==> config.mk <==
export PLATFORM = sky130hd
export DESIGN_NAME = fault_injector
export DESIGN_NICKNAME = d
export VERILOG_FILES = /design/src/rtl/fi_pkg.sv /design/src/rtl/fi_cfg_regs.sv /design/src/rtl/fi_trigger.sv /design/src/rtl/fi_engine.sv /design/src/rtl/fault_injector.sv
export SDC_FILE = /design/constraint.sdc
export NUM_CORES = 1
export LEC_CHECK = 0
export BUFFER_PORTS_ARGS = -buffer_cell sky130_fd_sc_hd__buf_2
export CAP_MARGIN = 20
export CORE_MARGIN = 1
export CORE_UTILIZATION = 40
export CTS_CLUSTER_DIAMETER = 100
export DETAILED_ROUTE_END_ITERATION = 10
export GPL_TIMING_DRIVEN = 1
export PLACE_DENSITY_LB_ADDON = 0.2
export SLEW_MARGIN = 20
export SYNTH_ARGS = -nofsm -noshare
export SYNTH_HDL_FRONTEND = slang
export SYNTH_HIERARCHICAL = 1
export SYNTH_SLANG_ARGS = --single-unit
==> constraint.sdc <==
create_clock -name clk -period 3.7 [get_ports clk]
set_input_delay 0.555 -clock clk [delete_from_list [all_inputs] [get_ports clk]]
set_output_delay 0.555 -clock clk [all_outputs]
set_load 0.03 [all_outputs]
==> src/rtl/fi_pkg.sv <==
package fi_pkg;

    localparam int LFSR_W   = 16;
    localparam int CFG_W    = 32;
    localparam int CFG_AW   = 3;

    localparam logic [CFG_AW-1:0] REG_CTRL   = 3'd0;
    localparam logic [CFG_AW-1:0] REG_TADDR  = 3'd1;
    localparam logic [CFG_AW-1:0] REG_TCYC   = 3'd2;
    localparam logic [CFG_AW-1:0] REG_TARGET = 3'd3;
    localparam logic [CFG_AW-1:0] REG_MASK   = 3'd4;
    localparam logic [CFG_AW-1:0] REG_SEED   = 3'd5;
    localparam logic [CFG_AW-1:0] REG_STATUS = 3'd6;

    localparam int CTRL_ARM_BIT   = 8;
    localparam int CTRL_CLEAR_BIT = 9;

    typedef enum logic [1:0] {
        TRG_FETCH = 2'd0,
        TRG_LOAD  = 2'd1,
        TRG_STORE = 2'd2,
        TRG_CYCLE = 2'd3
    } trig_kind_e;

    typedef enum logic [1:0] {
        OP_CLR      = 2'd0,
        OP_SET      = 2'd1,
        OP_FLIP     = 2'd2,
        OP_FLIP_ALT = 2'd3
    } fault_op_e;

    typedef enum logic [1:0] {
        PER_ONCE      = 2'd0,
        PER_RANDOM    = 2'd1,
        PER_STUCK     = 2'd2,
        PER_STUCK_ALT = 2'd3
    } persist_e;

    typedef struct packed {
        persist_e   persist;
        fault_op_e  op;
        trig_kind_e kind;
    } fault_mode_t;

    function automatic logic [LFSR_W-1:0] lfsr_step(input logic [LFSR_W-1:0] s);
        return {s[LFSR_W-2:0], s[15] ^ s[13] ^ s[12] ^ s[10]};
    endfunction

    function automatic logic is_stuck(input persist_e p);
        return (p == PER_STUCK) || (p == PER_STUCK_ALT);
    endfunction

endpackage

==> src/rtl/fi_cfg_regs.sv <==
module fi_cfg_regs
    import fi_pkg::*;
#(
    parameter int AW    = 32,
    parameter int DW    = 32,
    parameter int CYC_W = 32,
    parameter int CNT_W = 16
) (
    input  logic                 clk,
    input  logic                 rst,
    input  logic                 cfg_we,
    input  logic [CFG_AW-1:0]    cfg_addr,
    input  logic [CFG_W-1:0]     cfg_wdata,
    output logic [CFG_W-1:0]     cfg_rdata,
    input  logic                 fired,
    input  logic                 armed,
    input  logic                 active,
    input  logic [CNT_W-1:0]     inj_count,
    output fault_mode_t          mode,
    output logic [AW-1:0]        trig_addr,
    output logic [CYC_W-1:0]     trig_cycle,
    output logic [AW-1:0]        target_addr,
    output logic [DW-1:0]        mask,
    output logic [LFSR_W-1:0]    seed,
    output logic                 arm_pulse,
    output logic                 clear_pulse
);

    logic ctrl_wr;
    logic unused_wbits;

    assign ctrl_wr      = cfg_we && (cfg_addr == REG_CTRL);
    assign arm_pulse    = ctrl_wr && cfg_wdata[CTRL_ARM_BIT];
    assign clear_pulse  = ctrl_wr && cfg_wdata[CTRL_CLEAR_BIT];
    assign unused_wbits = ^cfg_wdata;

    always_ff @(posedge clk) begin
        if (rst) begin
            mode        <= '0;
            trig_addr   <= '0;
            trig_cycle  <= '0;
            target_addr <= '0;
            mask        <= '0;
            seed        <= LFSR_W'(1);
        end else if (cfg_we) begin
            case (cfg_addr)
                REG_CTRL:   mode        <= fault_mode_t'(cfg_wdata[5:0]);
                REG_TADDR:  trig_addr   <= cfg_wdata[AW-1:0];
                REG_TCYC:   trig_cycle  <= cfg_wdata[CYC_W-1:0];
                REG_TARGET: target_addr <= cfg_wdata[AW-1:0];
                REG_MASK:   mask        <= cfg_wdata[DW-1:0];
                REG_SEED:   seed        <= cfg_wdata[LFSR_W-1:0];
                default: ;
            endcase
        end
    end

    always_comb begin
        cfg_rdata = '0;
        case (cfg_addr)
            REG_CTRL:   cfg_rdata[5:0]          = mode;
            REG_TADDR:  cfg_rdata[AW-1:0]       = trig_addr;
            REG_TCYC:   cfg_rdata[CYC_W-1:0]    = trig_cycle;
            REG_TARGET: cfg_rdata[AW-1:0]       = target_addr;
            REG_MASK:   cfg_rdata[DW-1:0]       = mask;
            REG_SEED:   cfg_rdata[LFSR_W-1:0]   = seed;
            REG_STATUS: begin
                cfg_rdata[0]          = fired;
                cfg_rdata[1]          = armed;
                cfg_rdata[2]          = active;
                cfg_rdata[16 +: CNT_W] = inj_count;
            end
            default: ;
        endcase
    end

endmodule

==> src/rtl/fi_trigger.sv <==
module fi_trigger
    import fi_pkg::*;
#(
    parameter int AW    = 32,
    parameter int CYC_W = 32
) (
    input  logic             clk,
    input  logic             rst,
    input  trig_kind_e       kind,
    input  logic [AW-1:0]    trig_addr,
    input  logic [CYC_W-1:0] trig_cycle,
    input  logic [AW-1:0]    bus_addr,
    input  logic             bus_fetch,
    input  logic             bus_load,
    input  logic             bus_store,
    output logic             hit
);

    logic [CYC_W-1:0] cyc_cnt;
    logic             addr_eq;

    always_ff @(posedge clk) begin
        if (rst) cyc_cnt <= '0;
        else     cyc_cnt <= cyc_cnt + CYC_W'(1);
    end

    assign addr_eq = (bus_addr == trig_addr);

    always_comb begin
        unique case (kind)
            TRG_FETCH: hit = bus_fetch && addr_eq;
            TRG_LOAD:  hit = bus_load  && addr_eq;
            TRG_STORE: hit = bus_store && addr_eq;
            TRG_CYCLE: hit = (cyc_cnt == trig_cycle);
        endcase
    end

endmodule

==> src/rtl/fi_engine.sv <==
module fi_engine
    import fi_pkg::*;
#(
    parameter int AW    = 32,
    parameter int DW    = 32,
    parameter int CNT_W = 16
) (
    input  logic              clk,
    input  logic              rst,
    input  logic              hit,
    input  logic              arm_pulse,
    input  logic              clear_pulse,
    input  fault_mode_t       mode,
    input  logic [AW-1:0]     target_addr,
    input  logic [DW-1:0]     mask,
    input  logic [LFSR_W-1:0] seed,
    input  logic [AW-1:0]     bus_addr,
    input  logic              bus_fetch,
    input  logic              bus_load,
    input  logic              bus_store,
    input  logic [DW-1:0]     mem_rdata,
    input  logic [DW-1:0]     cpu_wdata,
    output logic [DW-1:0]     cpu_rdata,
    output logic [DW-1:0]     mem_wdata,
    output logic              fired,
    output logic              armed,
    output logic              active,
    output logic [CNT_W-1:0]  inj_count
);

    localparam logic [CNT_W-1:0] CNT_MAX = '1;

    logic [LFSR_W-1:0] lfsr;
    logic              tgt_acc;
    logic              rand_ok;
    logic              apply;

    function automatic logic [DW-1:0] corrupt(input logic [DW-1:0] d,
                                              input logic [DW-1:0] m,
                                              input fault_op_e op);
        unique case (op)
            OP_CLR:  return d & ~m;
            OP_SET:  return d | m;
            default: return d ^ m;
        endcase
    endfunction

    assign tgt_acc = (bus_fetch || bus_load || bus_store) && (bus_addr == target_addr);
    assign rand_ok = (mode.persist != PER_RANDOM) || lfsr[0];
    assign apply   = active && tgt_acc && rand_ok;

    assign cpu_rdata = (apply && (bus_fetch || bus_load)) ? corrupt(mem_rdata, mask, mode.op) : mem_rdata;
    assign mem_wdata = (apply && bus_store) ? corrupt(cpu_wdata, mask, mode.op) : cpu_wdata;

    always_ff @(posedge clk) begin
        if (rst) begin
            fired     <= 1'b0;
            armed     <= 1'b0;
            active    <= 1'b0;
            inj_count <= '0;
            lfsr      <= LFSR_W'(1);
        end else if (clear_pulse) begin
            fired     <= 1'b0;
            armed     <= 1'b0;
            active    <= 1'b0;
            inj_count <= '0;
        end else if (arm_pulse) begin
            armed  <= 1'b1;
            active <= 1'b0;
            lfsr   <= (seed == '0) ? LFSR_W'(1) : seed;
        end else begin
            if (armed && hit) begin
                armed  <= 1'b0;
                active <= 1'b1;
                fired  <= 1'b1;
            end
            if (active && tgt_acc) begin
                if (mode.persist == PER_RANDOM) lfsr   <= lfsr_step(lfsr);
                if (mode.persist == PER_ONCE)   active <= 1'b0;
            end
            if (apply && (inj_count != CNT_MAX)) inj_count <= inj_count + CNT_W'(1);
        end
    end

endmodule

==> src/rtl/fault_injector.sv <==
module fault_injector
    import fi_pkg::*;
#(
    parameter int AW    = 32,
    parameter int DW    = 32,
    parameter int CYC_W = 32,
    parameter int CNT_W = 16
) (
    input  logic              clk,
    input  logic              rst,
    input  logic              cfg_we,
    input  logic [2:0]        cfg_addr,
    input  logic [31:0]       cfg_wdata,
    output logic [31:0]       cfg_rdata,
    input  logic [AW-1:0]     bus_addr,
    input  logic              bus_fetch,
    input  logic              bus_load,
    input  logic              bus_store,
    input  logic [DW-1:0]     mem_rdata,
    output logic [DW-1:0]     cpu_rdata,
    input  logic [DW-1:0]     cpu_wdata,
    output logic [DW-1:0]     mem_wdata
);

    fault_mode_t       mode;
    logic [AW-1:0]     trig_addr;
    logic [CYC_W-1:0]  trig_cycle;
    logic [AW-1:0]     target_addr;
    logic [DW-1:0]     mask;
    logic [LFSR_W-1:0] seed;
    logic              arm_pulse;
    logic              clear_pulse;
    logic              hit;
    logic              fired;
    logic              armed;
    logic              active;
    logic [CNT_W-1:0]  inj_count;

    fi_cfg_regs #(.AW(AW), .DW(DW), .CYC_W(CYC_W), .CNT_W(CNT_W)) u_regs (
        .clk(clk), .rst(rst),
        .cfg_we(cfg_we), .cfg_addr(cfg_addr), .cfg_wdata(cfg_wdata), .cfg_rdata(cfg_rdata),
        .fired(fired), .armed(armed), .active(active), .inj_count(inj_count),
        .mode(mode), .trig_addr(trig_addr), .trig_cycle(trig_cycle),
        .target_addr(target_addr), .mask(mask), .seed(seed),
        .arm_pulse(arm_pulse), .clear_pulse(clear_pulse)
    );

    fi_trigger #(.AW(AW), .CYC_W(CYC_W)) u_trig (
        .clk(clk), .rst(rst), .kind(mode.kind),
        .trig_addr(trig_addr), .trig_cycle(trig_cycle),
        .bus_addr(bus_addr), .bus_fetch(bus_fetch), .bus_load(bus_load), .bus_store(bus_store),
        .hit(hit)
    );

    fi_engine #(.AW(AW), .DW(DW), .CNT_W(CNT_W)) u_eng (
        .clk(clk), .rst(rst), .hit(hit),
        .arm_pulse(arm_pulse), .clear_pulse(clear_pulse),
        .mode(mode), .target_addr(target_addr), .mask(mask), .seed(seed),
        .bus_addr(bus_addr), .bus_fetch(bus_fetch), .bus_load(bus_load), .bus_store(bus_store),
        .mem_rdata(mem_rdata), .cpu_wdata(cpu_wdata),
        .cpu_rdata(cpu_rdata), .mem_wdata(mem_wdata),
        .fired(fired), .armed(armed), .active(active), .inj_count(inj_count)
    );

endmodule

==> results by group, run 1 <==
Finish
  • Final Util: 0.476
  • Most common cell after layout, fill and taps aside: nand2_1
  • Fill cells: 3640
  • Area delta synth->final: 16.1%
  • Nets: ~2.3k
  • Layout cells sized above 1: 0.183
  • Commonest cells after routing, fill and taps aside: nand2_1, a21oi_1, buf_2, dfxtp_1

Critical path
  • Reg2reg path depth: 7
  • Crit Path Max Fanout: 8
  • FF-to-FF End: u_eng/active$_SDFF_PP0_
  • Crit-path max cell delay: about 0.35 ns
  • Worst EP required: 3.14 ns
  • Arrival time at the worst endpoint: ~3.1 ns
  • Crit-path leading delay family: simple AND/OR/NAND/NOR gates
  • Critical setup path kind: flip-flop to primary output
  • Reg2Reg Setup Slack: 0.92 ns
  • CP bufs+invs: 4
  • Crit. End Element: primary output
  • Startpoint Class: flip-flop
  • RR Startpoint: u_trig/cyc_cnt[17]$_SDFF_PP0_
  • Crit path max-delay cell type: nor4_1
  • Critical path cell sequence: xnor2_2, nand4_1, nor4_1, nand3_1, buf_6, nor4b_4, buf_4, buf_12, mux2i_1, buf_2

Synth
  • Mean Syn Cell Area: ~8 um2
  • Post-synth EDFFs: 0
  • Asr flop ratio synth: 0
  • Mapped Nets: roughly 2.2k
  • Mapped Cells: 1913
  • Post-Syn Area: between 15000 and 20000 um2
  • Primary FF master, synth: dfxtp_1
  • Yosys cell types: 66
  • Register area share after synthesis: 0.287
  • Synth Register Bits: 217
  • Synthesis Warnings: 6

Job
  • Max Cap Violations: 0

Timing
  • Least-Margin Pin Slew: 0.972 ns
  • Endpoints failing setup: 0
  • Final Cycle Share: 0.986
  • Max Clk Rate: between 0.2 and 0.3 GHz
  • Hold Slack: roughly 0.34 ns
  • Post-route setup slack: between 0.05 and 0.06 ns
  • RSZ-0062 raised after global routing: yes
  • Final Critical Period: about 3.6 ns
  • Slew Viols, Final: 0
  • Rel. slew slack: 0.344
  • Final Hold Viols: 0
  • Setup TNS: 0 ns
  • Clock Skews: about 0.012 ns

Clocking
  • Hold_buf cts: 0
  • Clk_lat worst skew: approximately 0.53 ns
  • TritonCTS clock tree: yes
  • Clk root buf: clkbuf_16
  • Clock Path Buffers: 3
  • Sink Count: between 200 and 250
  • Htree depth: 1
  • Clock transition at the registers of the reported paths: roughly 0.06 ns
  • TritonCTS Buffers: 23

Global routing
  • Gr usage total: 0.265
  • First-pass GRT wire length: slightly below 80000 um
  • Final global-route overflow total: 0
  • Pin count of the biggest net entering global routing: 129
  • Vias in the first global route: 13.3k
  • Initial antenna violation count: 1

Route
  • Initial drt markers: around 1.2k
  • Final Routed Wirelength: 52600 um
  • Vias per Instance: between 5 and 6
  • DRC: 0
  • DR pass1 iterations: 5
  • Detail Route Antenna Nets: 0
  • Routed len/inst: 20.3 um
  • Via count: roughly 14k

Floorplanning
  • Die area: 38600 um2
  • Starting Density: 0.410
  • Core area: roughly 37000 um2
  • Chip Height: ~200 um
  • IO Pins: 233
  • Die width: 196 um
  • Num rows: 70

Place
  • Final GP Congestion: ~1
  • Port Buffers: 232
  • Detail Placement HPWL: 39600 um
  • Pre-CTS WS: between 0.2 and 0.25 ns

Worst hold path
  • Hold Path End: u_regs/trig_cycle[31]$_SDFFE_PP0P_
  • Hold Crit Start: cfg_wdata[31]
  • Hold crit path type: primary input to flip-flop
  • Hold path depth: 3

Pwr
  • Power density over the cells: 324 nW/um2
  • Pleak: a little under 0.007 uW
  • Peak VDD IR: around 0.00028 V

Status
  • Status: finished clean
-- report_power, final --
group	total, uW	internal [uW]	switching [uW]
clock network	2350	1390	962
registers	2430	2380	49.3
logic	913	324	589
total	5690	4090	1600
-- cells in the mapped netlist (3+ instances only) --
master,number,area (um2)
dfxtp_1,217,4340
o41ai_1,3,26.3
buf_2,40,200
a221oi_1,19,166
nand4_1,32,200
nand2b_1,8,50.1
nor2b_1,23,144
or3_1,12,75.1
nand2_1,321,1200
a32oi_1,5,43.8
or4_1,7,52.6
a21oi_1,218,1090
nor2_1,114,428
nor3_1,38,190
nor4_2,4,50.1
buf_6,4,45.0
a221o_1,3,30.0
and3_1,4,25.0
inv_1,133,499
and4_2,3,30.0
nor4_1,18,113
nand3_1,34,170
a211oi_1,43,323
mux2i_1,112,1120
a22oi_1,24,180
buf_4,8,60.1
o221ai_1,6,52.6
o2bb2ai_1,3,26.3
and2_1,4,25.0
xnor2_1,81,709
mux2_2,44,495
buf_1,5,18.8
o21ai_0,22,110
clkbuf_1,77,289
ha_1,133,1660
xor2_1,40,350
and4_1,7,61.3
nand4bb_1,3,33.8
o31ai_1,6,45.0
-- how the worst max path moves through the flow --
stage                                             start       endpoint  cells after the start
detailed placement                         bus_addr[27]  mem_wdata[19]                     11
global placement                           bus_addr[27]  mem_wdata[30]                     11
floorplan                                  bus_addr[27]  mem_wdata[10]                      7
global route         u_regs/target_addr[5]$_SDFFE_PP0P_  mem_wdata[18]                     10
CTS                  u_regs/target_addr[5]$_SDFFE_PP0P_  mem_wdata[15]                     11
finish              u_regs/target_addr[30]$_SDFFE_PP0P_  mem_wdata[19]                     10
-- cells by family after synthesis --
| group | Yosys count | share of synthesized area |
|---|---|---|
| compound gates | 364 | 0.145 |
| xor+xnor | 121 | 0.0701 |
| fa+ha+maj | 133 | 0.110 |
| buf+inv | 268 | 0.0741 |
| flops | 217 | 0.287 |
| mux | 156 | 0.107 |
| simple gates | 654 | 0.206 |
-- registers in the layout (all words and copies together), names as in the netlist --
name,count
u_regs/seed,16
u_eng/active,1
u_regs/trig_addr,32
u_eng/fired,1
u_regs/target_addr,32
u_regs/trig_cycle,32
u_eng/inj_count,16
u_regs/mask,32
u_eng/lfsr,16
u_trig/cyc_cnt,32
u_eng/armed,1
u_regs/mode,6
-- routing by layer --
layer,part of all wire,global-route usage,routed length [um],vias to the layer above
li1,-,-,-,6897
met1,0.45,0.364,23500,6632
met2,0.44,0.414,22900,634
met3,0.076,0.0376,4020,110
met4,0.042,0.108,2210,0
met5,0,0,0,-
-- per-stage QoR --
step	power (uW)	instances	instance area, um2
after floorplan	3010	1913	15100
after global placement	3350	2547	16700
after detailed placement	3360	2547	16700
after CTS	5690	2590	17500
after global routing	5900	2589	17500
final	5690	2590	17500
-- worst min-delay path: cells and delay by family --
family                 cells  cell delay (ns)
AOI/OAI and AO/OA          1             0.05
buffers and inverters      1             0.14
and+or+nand+nor            1             0.06
-- what timing repair did --
action	CTS	global route
endpoints found under the setup margin	2	32
buffers inserted	3	0
gates resized for setup	5	35
pin swaps	0	2
gates cloned	2	0
-- layout make-up --
type,instances,area [um2],share of cell area
diodes,1,2.50,0.000143
clock buffers,33,673,0.0384
clock inverters,5,75.1,0.00428
inverters,133,499,0.0284
multi-input cells,1428,9730,0.554
flip-flops and latches,217,4360,0.248
well taps,504,631,0.0359
repair buffers,269,1580,0.0902
(Power assumes the default switching activity.)
==> run 2, diff against run 1 <==
- ABC_AREA: unset -> 1
- CAP_MARGIN: 20 -> 15
- CORE_UTILIZATION: 40 -> 54
==> run 2 against run 1 <==
Against the previous run:
- global-route usage up 12 points
- clock skew increased by 0.010 ns
- setup slack better by 0.11 ns
- final cell count grew 40%
- core utilization is 15 points higher
==> results by group, run 2 <==
Status
  • Status: finished clean

Clocking
  • Sink Count: 217 (unchanged)
  • Clock Path Buffers: 3 (unchanged)
  • TritonCTS Buffers: 24 (+4.3%)
  • Clk root buf: clkbuf_16
  • Clock transition at the registers of the reported paths: 0.07 ns (about the same)
  • Clk_lat worst skew: 0.54 ns (about the same)
  • TritonCTS clock tree: yes
  • Htree depth: 1 (unchanged)

Critical path
  • RR Startpoint: u_regs/target_addr[10]$_SDFFE_PP0P_
  • Critical setup path kind: flip-flop to primary output
  • Crit path max-delay cell type: dfxtp_1
  • Reg2reg path depth: 13 (+6)
  • Arrival time at the worst endpoint: 2.98 ns (-0.11 ns)
  • Crit. End Element: primary output
  • Critical path cell sequence: inv_1, nand2_1, nand4_1, nor2_1, nand3_2, nor2_4, nand2_4, nor2_8, buf_12, nand2_1, o21ai_1, inv_1, buf_2
  • Crit Path Max Fanout: 48 (+40)
  • Crit path from: u_regs/target_addr[10]$_SDFFE_PP0P_
  • FF-to-FF End: u_eng/lfsr[11]$_SDFFE_PP0P_
  • Setup crit end: cpu_rdata[6]
  • Reg2Reg Setup Slack: 1.13 ns (+0.21 ns)
  • Crit-path max cell delay: 0.52 ns (+0.17 ns)
  • Worst EP required: 3.14 ns (about the same)
  • Startpoint Class: flip-flop

Synth
  • Post-synthesis mux area share: 0.00510 (-0.102)
  • Post-synthesis simple-gate area fraction: 0.382 (+0.176)
  • Post-synthesis compound-gate area fraction: 0.0922 (-0.0528)
  • Yosys cell types: 39 (-41%)
  • Asr flop ratio synth: 0 (unchanged)
  • Most frequent cells after synthesis: nand2_1, inv_1, nor2_1
  • Mapped Nets: 3283 (+50%)
  • Share of the synthesized area in the top cell type: 0.246 (-0.0415)
  • Synthesis Warnings: 6 (unchanged)
  • Synth Register Bits: 217 (unchanged)
  • Register area share after synthesis: 0.246 (-0.0415)
  • Top-count cell post-synth: nand2_1
  • Post-Syn Area: 17700 um2 (+17%)
  • Largest family of logic cells by synthesized area: simple AND/OR/NAND/NOR gates
  • Post-synth top area cell: dfxtp_1
  • Post-synth EDFFs: 0 (unchanged)
  • Synth Area in Adders: 0.0942 (-0.0159)
  • Synth top area cells: dfxtp_1, nand2_1, inv_1
  • Mapped Cells: 3013 (+58%)
  • Synth Area in XOR/XNOR: 0.0149 (-0.0552)
  • Mean Syn Cell Area: 5.86 um2 (-26%)
  • Primary FF master, synth: dfxtp_1

Finish
  • Nets: 3450 (+47%)
  • Area delta synth->final: 13.2%
  • Final Util: 0.627 (+0.151)
  • Most common cell after layout, fill and taps aside: nand2_1
  • Commonest cells after routing, fill and taps aside: nand2_1, inv_1, nor2_1, buf_2, dfxtp_1
  • Layout cells sized above 1: 0.120 (-0.0627)

Route
  • Routed len/inst: 17.9 um (-12%)
  • Final Routed Wirelength: 64900 um (+23%)
  • Initial drt markers: 2330 (+91%)
  • Vias per Instance: 5.44 (-1.4%)
  • Detail Route Antenna Nets: 0 (unchanged)
  • DRC: 0 (unchanged)
  • Via count: 19.8k (+38%)
  • DR pass1 iterations: 8 (+3)

Floorplanning
  • Die width: 183 um (-6.9%)
  • Die area: 33400 um2 (-13%)
  • Core area: 31900 um2 (-14%)
  • Chip Height: 183 um (-6.9%)
  • IO Pins: 233 (unchanged)
  • Num rows: 65 (-7.1%)
  • Starting Density: 0.554 (+0.144)

Pwr
  • Pleak: 0.0101 uW (+47%)
  • Net switching power: 1860 uW (+16%)
  • Power density over the cells: 308 nW/um2 (-5.0%)
  • Clock network fraction of total power: 0.417 (+0.004)
  • Combinational share of power: 0.180 (+0.020)
  • Peak VDD IR: 0.000429 V (+51%)
  • Sequential power share: 0.402 (-0.024)
  • Cell Int Power: 4300 uW (+5.2%)
  • Switching Share: 0.301 (+0.0203)

Timing
  • Final Cycle Share: 0.956 (-0.0295)
  • Endpoints failing setup: 0 (unchanged)
  • Max Clk Rate: 0.283 GHz (+3.1%)
  • Rel. slew slack: 0.448 (+0.105)
  • Post-route setup slack: 0.162 ns (+0.109 ns)
  • Least-Margin Pin Slew: 0.828 ns (-0.144 ns)
  • Slew Viols, Final: 0 (unchanged)
  • RSZ-0062 raised after global routing: no
  • Setup TNS: 0 ns (unchanged)
  • Clock Skews: 0.0218 ns (+0.00998 ns)
  • Final Critical Period: 3.54 ns (-0.109 ns)
  • Final Hold Viols: 0 (unchanged)

Place
  • Final GP Congestion: 0.992 (+0.27%)
  • Detail Placement HPWL: 49900 um (+26%)
  • Port Buffers: 232 (unchanged)
  • Pre-CTS WS: 0.432 ns (+0.229 ns)

Global routing
  • Initial antenna violation count: 3 (+2)
  • Vias in the first global route: 17.5k (+32%)
  • First-pass GRT wire length: 99000 um (+25%)
  • Pin count of the biggest net entering global routing: 102 (-21%)
  • Gr usage total: 0.380 (+0.115)
  • Final global-route overflow total: 0 (unchanged)

Worst hold path
  • Hold Crit Start: cfg_wdata[26]
  • Hold crit path type: primary input to flip-flop

Job
  • Max Cap Violations: 0 (unchanged)
==> run 2: critical path: cells and delay by family, from the launching register on <==
kind	cells	cell delay, ns
flip-flops	1	0.52
AO/OA/AOI/OAI	1	0.09
AND/OR/NAND/NOR	8	1.21
buffers and inverters	4	0.62
==> run 2: worst min path at each step <==
stage                     slack (ns)  cells after the start                                   to
after CTS                       0.31                      3  u_regs/target_addr[26]$_SDFFE_PP0P_
after global placement          0.44                      2           u_eng/lfsr[0]$_SDFFE_PP1P_
after detailed placement        0.45                      2           u_eng/lfsr[0]$_SDFFE_PP1P_
final                           0.32                      3  u_regs/target_addr[26]$_SDFFE_PP0P_
after floorplan                 0.43                      2             u_eng/fired$_SDFFE_PP0P_
after global routing            0.32                      3  u_regs/target_addr[26]$_SDFFE_PP0P_
==> run 2: power by group through the flow <==
stage | clock network (uW) | logic, uW | registers [uW]
detailed placement | 0 | 1080 | 2530
CTS | 2570 | 1090 | 2470
finish | 2570 | 1110 | 2480
global route | 2670 | 1220 | 2480
floorplan | 0 | 713 | 2490
global placement | 0 | 1060 | 2520
==> run 2: through the flow <==
step	power, uW	instances	hold slack, ns	cell area (um2)
final	6160	3636	0.319	20000
after global routing	6370	3634	0.322	20000
after CTS	6140	3623	0.308	19900
after detailed placement	3610	3579	0.445	19100
after global placement	3580	3579	0.443	19100
after floorplan	3200	3013	0.428	17700
==> run 2: area by class of cell <==
cell class                 count  area [um2]
sequential                   217        4350
tap                          435         544
clock buffer                  37         721
timing repair buffer         280        1610
fill                        3227       11900
antenna                        3        7.51
inverter                     597        2240
multi-input combinational   2060       10400
clock inverter                 7         116
==> run 2: cells by family after synthesis <==
kind of cell | after synthesis
AOI/OAI and AO/OA | 307
xor gates and xnor gates | 30
adders and majority gates | 133
buffers and inverters | 736
DFF | 217
muxes | 9
and+or+nand+nor | 1581
==> run 2: what timing repair did <==
| item | in CTS | in global routing |
|---|---|---|
| resized for setup | 0 | 2 |
| setup buffers | 0 | 10 |
| endpoints found under the setup margin | 0 | 48 |
| hold buffers | 0 | 0 |
==> run 2: routing by layer <==
| layer | track usage | share of wire | wire length (um) | vias up |
|---|---|---|---|---|
| li1 | - | - | - | 9648 |
| met1 | 0.523 | 0.42 | 27000 | 8898 |
| met2 | 0.597 | 0.44 | 28400 | 1062 |
| met3 | 0.0556 | 0.10 | 6810 | 151 |
| met4 | 0.149 | 0.039 | 2530 | 4 |
| met5 | 0 | 0.0023 | 148 | - |
==> run 3, diff against run 2 <==
- ABC_AREA: 1 -> 0
==> run 3 against run 2 <==
Against the previous run:
- core utilization rose by 1.3 points
- sequential share of layout area grew 3.3 points
- worst hold slack improved by 0.013 ns
- count of clock-buffer cells in the layout decreased by 7
- clock power fell by 7%
- power fell by 7.2%
- global-route usage is 5.3 points lower
- via count is 27% lower
- final cell count shrank 32%
- final area is 13% lower
- flip-flop and latch count did not move
- combinational power shrank 21%
- largest cell class unchanged
==> results by group, run 3 (synthesis gave the netlist of run 1 again) <==
Critical path
  • Crit-path max cell delay: 0.38 ns (-0.14 ns)
  • Setup crit end: cpu_rdata[3]
  • Crit Path Max Fanout: 10 (-79%)
  • Arrival time at the worst endpoint: 3.04 ns (+0.06 ns)
  • FF-to-FF End: u_eng/active$_SDFF_PP0_
  • Critical setup path kind: flip-flop to primary output
  • RR Startpoint: u_regs/mode[0]$_SDFFE_PP0P_
  • Worst EP required: 3.14 ns (about the same)
  • Crit path max-delay cell type: dfxtp_1
  • Crit. End Element: primary output
  • Reg2reg path depth: 8 (-5)
  • Critical Path Most Common Cell: buf_4
  • Crit. path cell count: 10 (-3)
  • CP bufs+invs: 4 (unchanged)
  • Critical path cell sequence: nor2b_1, a2111oi_2, buf_4, and4_2, nand3_4, nor4_4, buf_4, clkbuf_16, mux2i_1, buf_2
  • Startpoint Class: flip-flop
  • Crit-path leading delay family: simple AND/OR/NAND/NOR gates
  • Crit path from: u_regs/target_addr[27]$_SDFFE_PP0P_
  • Reg2Reg Setup Slack: 1.03 ns (-0.10 ns)

Route
  • DRC: 0 (unchanged)
  • Vias per Instance: 5.89 (+8.3%)
  • Initial drt markers: 1438 (-38%)
  • Final Routed Wirelength: 48700 um (-25%)
  • DR pass1 iterations: 7 (-1)
  • Via count: 14.5k (-27%)
  • Detail Route Antenna Nets: 0 (unchanged)
  • Routed len/inst: 19.7 um (+10%)

Pwr
  • Peak VDD IR: 0.000348 V (-19%)
  • Pleak: 0.00687 uW (-32%)
  • Power density over the cells: 328 nW/um2 (+6.6%)

Timing
  • Post-route setup slack: 0.104 ns (-0.0579 ns)
  • Endpoints failing setup: 0 (unchanged)
  • Slew Viols, Final: 0 (unchanged)
  • Rel. slew slack: 0.393 (-0.0557)
  • Hold Slack: 0.332 ns (+0.0134 ns)
  • Max Clk Rate: 0.278 GHz (-1.6%)
  • Least-Margin Pin Slew: 0.888 ns (+0.0606 ns)
  • Final Hold Viols: 0 (unchanged)
  • Final Cycle Share: 0.972 (+0.0156)
  • Setup TNS: 0 ns (unchanged)
  • Final Critical Period: 3.60 ns (+0.0579 ns)
  • Clock Skews: 0.0153 ns (-0.00642 ns)

Place
  • Port Buffers: 232 (unchanged)
  • Final GP Congestion: 0.986 (-0.60%)
  • Placed cell areas: 16500 um2 (-14%)
  • Pre-CTS WS: 0.0884 ns (-0.343 ns)
  • Detail Placement HPWL: 36100 um (-28%)

Finish
  • Most common cell after layout, fill and taps aside: nand2_1
  • Area delta synth->final: 15.2%
  • Nets: 2345 (-32%)
  • Fill cells: 2396 (-26%)
  • Design area: 17400 um2 (-13%)
  • Commonest cells after routing, fill and taps aside: nand2_1, buf_2, a21oi_1, dfxtp_1
  • Layout cells sized above 1: 0.184 (+0.0640)

Floorplanning
  • Starting Density: 0.556 (+0.00215)
  • Die width: 169 um (-7.4%)
  • IO Pins: 233 (unchanged)
  • Core area: 27200 um2 (-15%)
  • Chip Height: 169 um (-7.4%)
  • Num rows: 60 (-7.7%)
  • Die area: 28700 um2 (-14%)

Clocking
  • Clock transition at the registers of the reported paths: 0.06 ns (about the same)
  • TritonCTS clock tree: yes
  • Htree depth: 1 (unchanged)
  • Clk root buf: clkbuf_16
  • Hold_buf cts: 0 (unchanged)
  • Clk_lat worst skew: 0.51 ns (-0.03 ns)
  • Sink Count: 217 (unchanged)
  • TritonCTS Buffers: 23 (-4.2%)
  • Clock Path Buffers: 3 (unchanged)

Global routing
  • Gr usage total: 0.327 (-0.0534)
  • Initial antenna violation count: 2 (-1)
  • Final global-route overflow total: 0 (unchanged)
  • First-pass GRT wire length: 73600 um (-26%)
  • Pin count of the biggest net entering global routing: 113 (+11%)
  • Vias in the first global route: 13.2k (-24%)

Status
  • Status: finished clean

Worst hold path
  • Hold crit path type: primary input to flip-flop

Job
  • Max Cap Violations: 0 (unchanged)
==> run 3: cell type report <==
type / count / area (um2) / area share
inverters: 133 / 499 / 0.0287
repair buffers: 272 / 1570 / 0.0899
flip-flops and latches: 217 / 4350 / 0.250
well taps: 372 / 465 / 0.0267
clock buffers: 30 / 683 / 0.0393
diodes: 3 / 7.51 / 0.000431
multi-input cells: 1428 / 9720 / 0.559
clock inverters: 11 / 108 / 0.00618
==> run 3: what timing repair did <==
| action | in CTS | in global routing |
|---|---|---|
| pin swaps | 0 | 1 |
| cloned | 0 | 1 |
| gates resized for setup | 2 | 7 |
| setup endpoints to repair | 44 | 47 |
| buffers inserted | 0 | 6 |
==> run 3: metrics by stage <==
| stage | utilization | cells | total power [uW] |
|---|---|---|---|
| CTS | 0.636 | 2456 | 5720 |
| global route | 0.640 | 2465 | 5920 |
| finish | 0.640 | 2466 | 5710 |
| global placement | 0.607 | 2415 | 3320 |
| detailed placement | 0.607 | 2415 | 3340 |
| floorplan | - | 1913 | 3010 |
==> run 3: layer usage <==
layer	track usage	vias to the layer above	part of all wire
met5	0	-	0
met4	0.153	0	0.046
met2	0.514	738	0.44
met1	0.445	6760	0.42
met3	0.0399	122	0.088
li1	-	6897	-
==> run 3: worst min-delay path by stage <==
stage                                       from                            endpoint  slack [ns]  depth (start not counted)
floorplan               u_eng/fired$_SDFFE_PP0P_            u_eng/fired$_SDFFE_PP0P_        0.44                          2
global placement    u_regs/mask[28]$_SDFFE_PP0P_        u_regs/mask[28]$_SDFFE_PP0P_        0.46                          2
detailed placement  u_regs/mask[26]$_SDFFE_PP0P_        u_regs/mask[26]$_SDFFE_PP0P_        0.46                          2
CTS                                cfg_wdata[31]  u_regs/trig_cycle[31]$_SDFFE_PP0P_        0.32                          3
global route                       cfg_wdata[31]  u_regs/trig_cycle[31]$_SDFFE_PP0P_        0.33                          3
finish                             cfg_wdata[31]  u_regs/trig_cycle[31]$_SDFFE_PP0P_        0.33                          3
==> run 3: where the power goes <==
part | total [uW] | switching, uW | internal (uW) | leakage, uW
Combinational | 880 | 564 | 316 | 0.00472
Sequential | 2430 | 55.1 | 2380 | 0.00176
Clock | 2400 | 968 | 1440 | 0.000399
==> run 3: tightest hold or removal path, delay by kind of cell <==
family	cells	cell delay [ns]
buffers and inverters	1	0.13
and+or+nand+nor	1	0.06
AOI/OAI and AO/OA	1	0.05
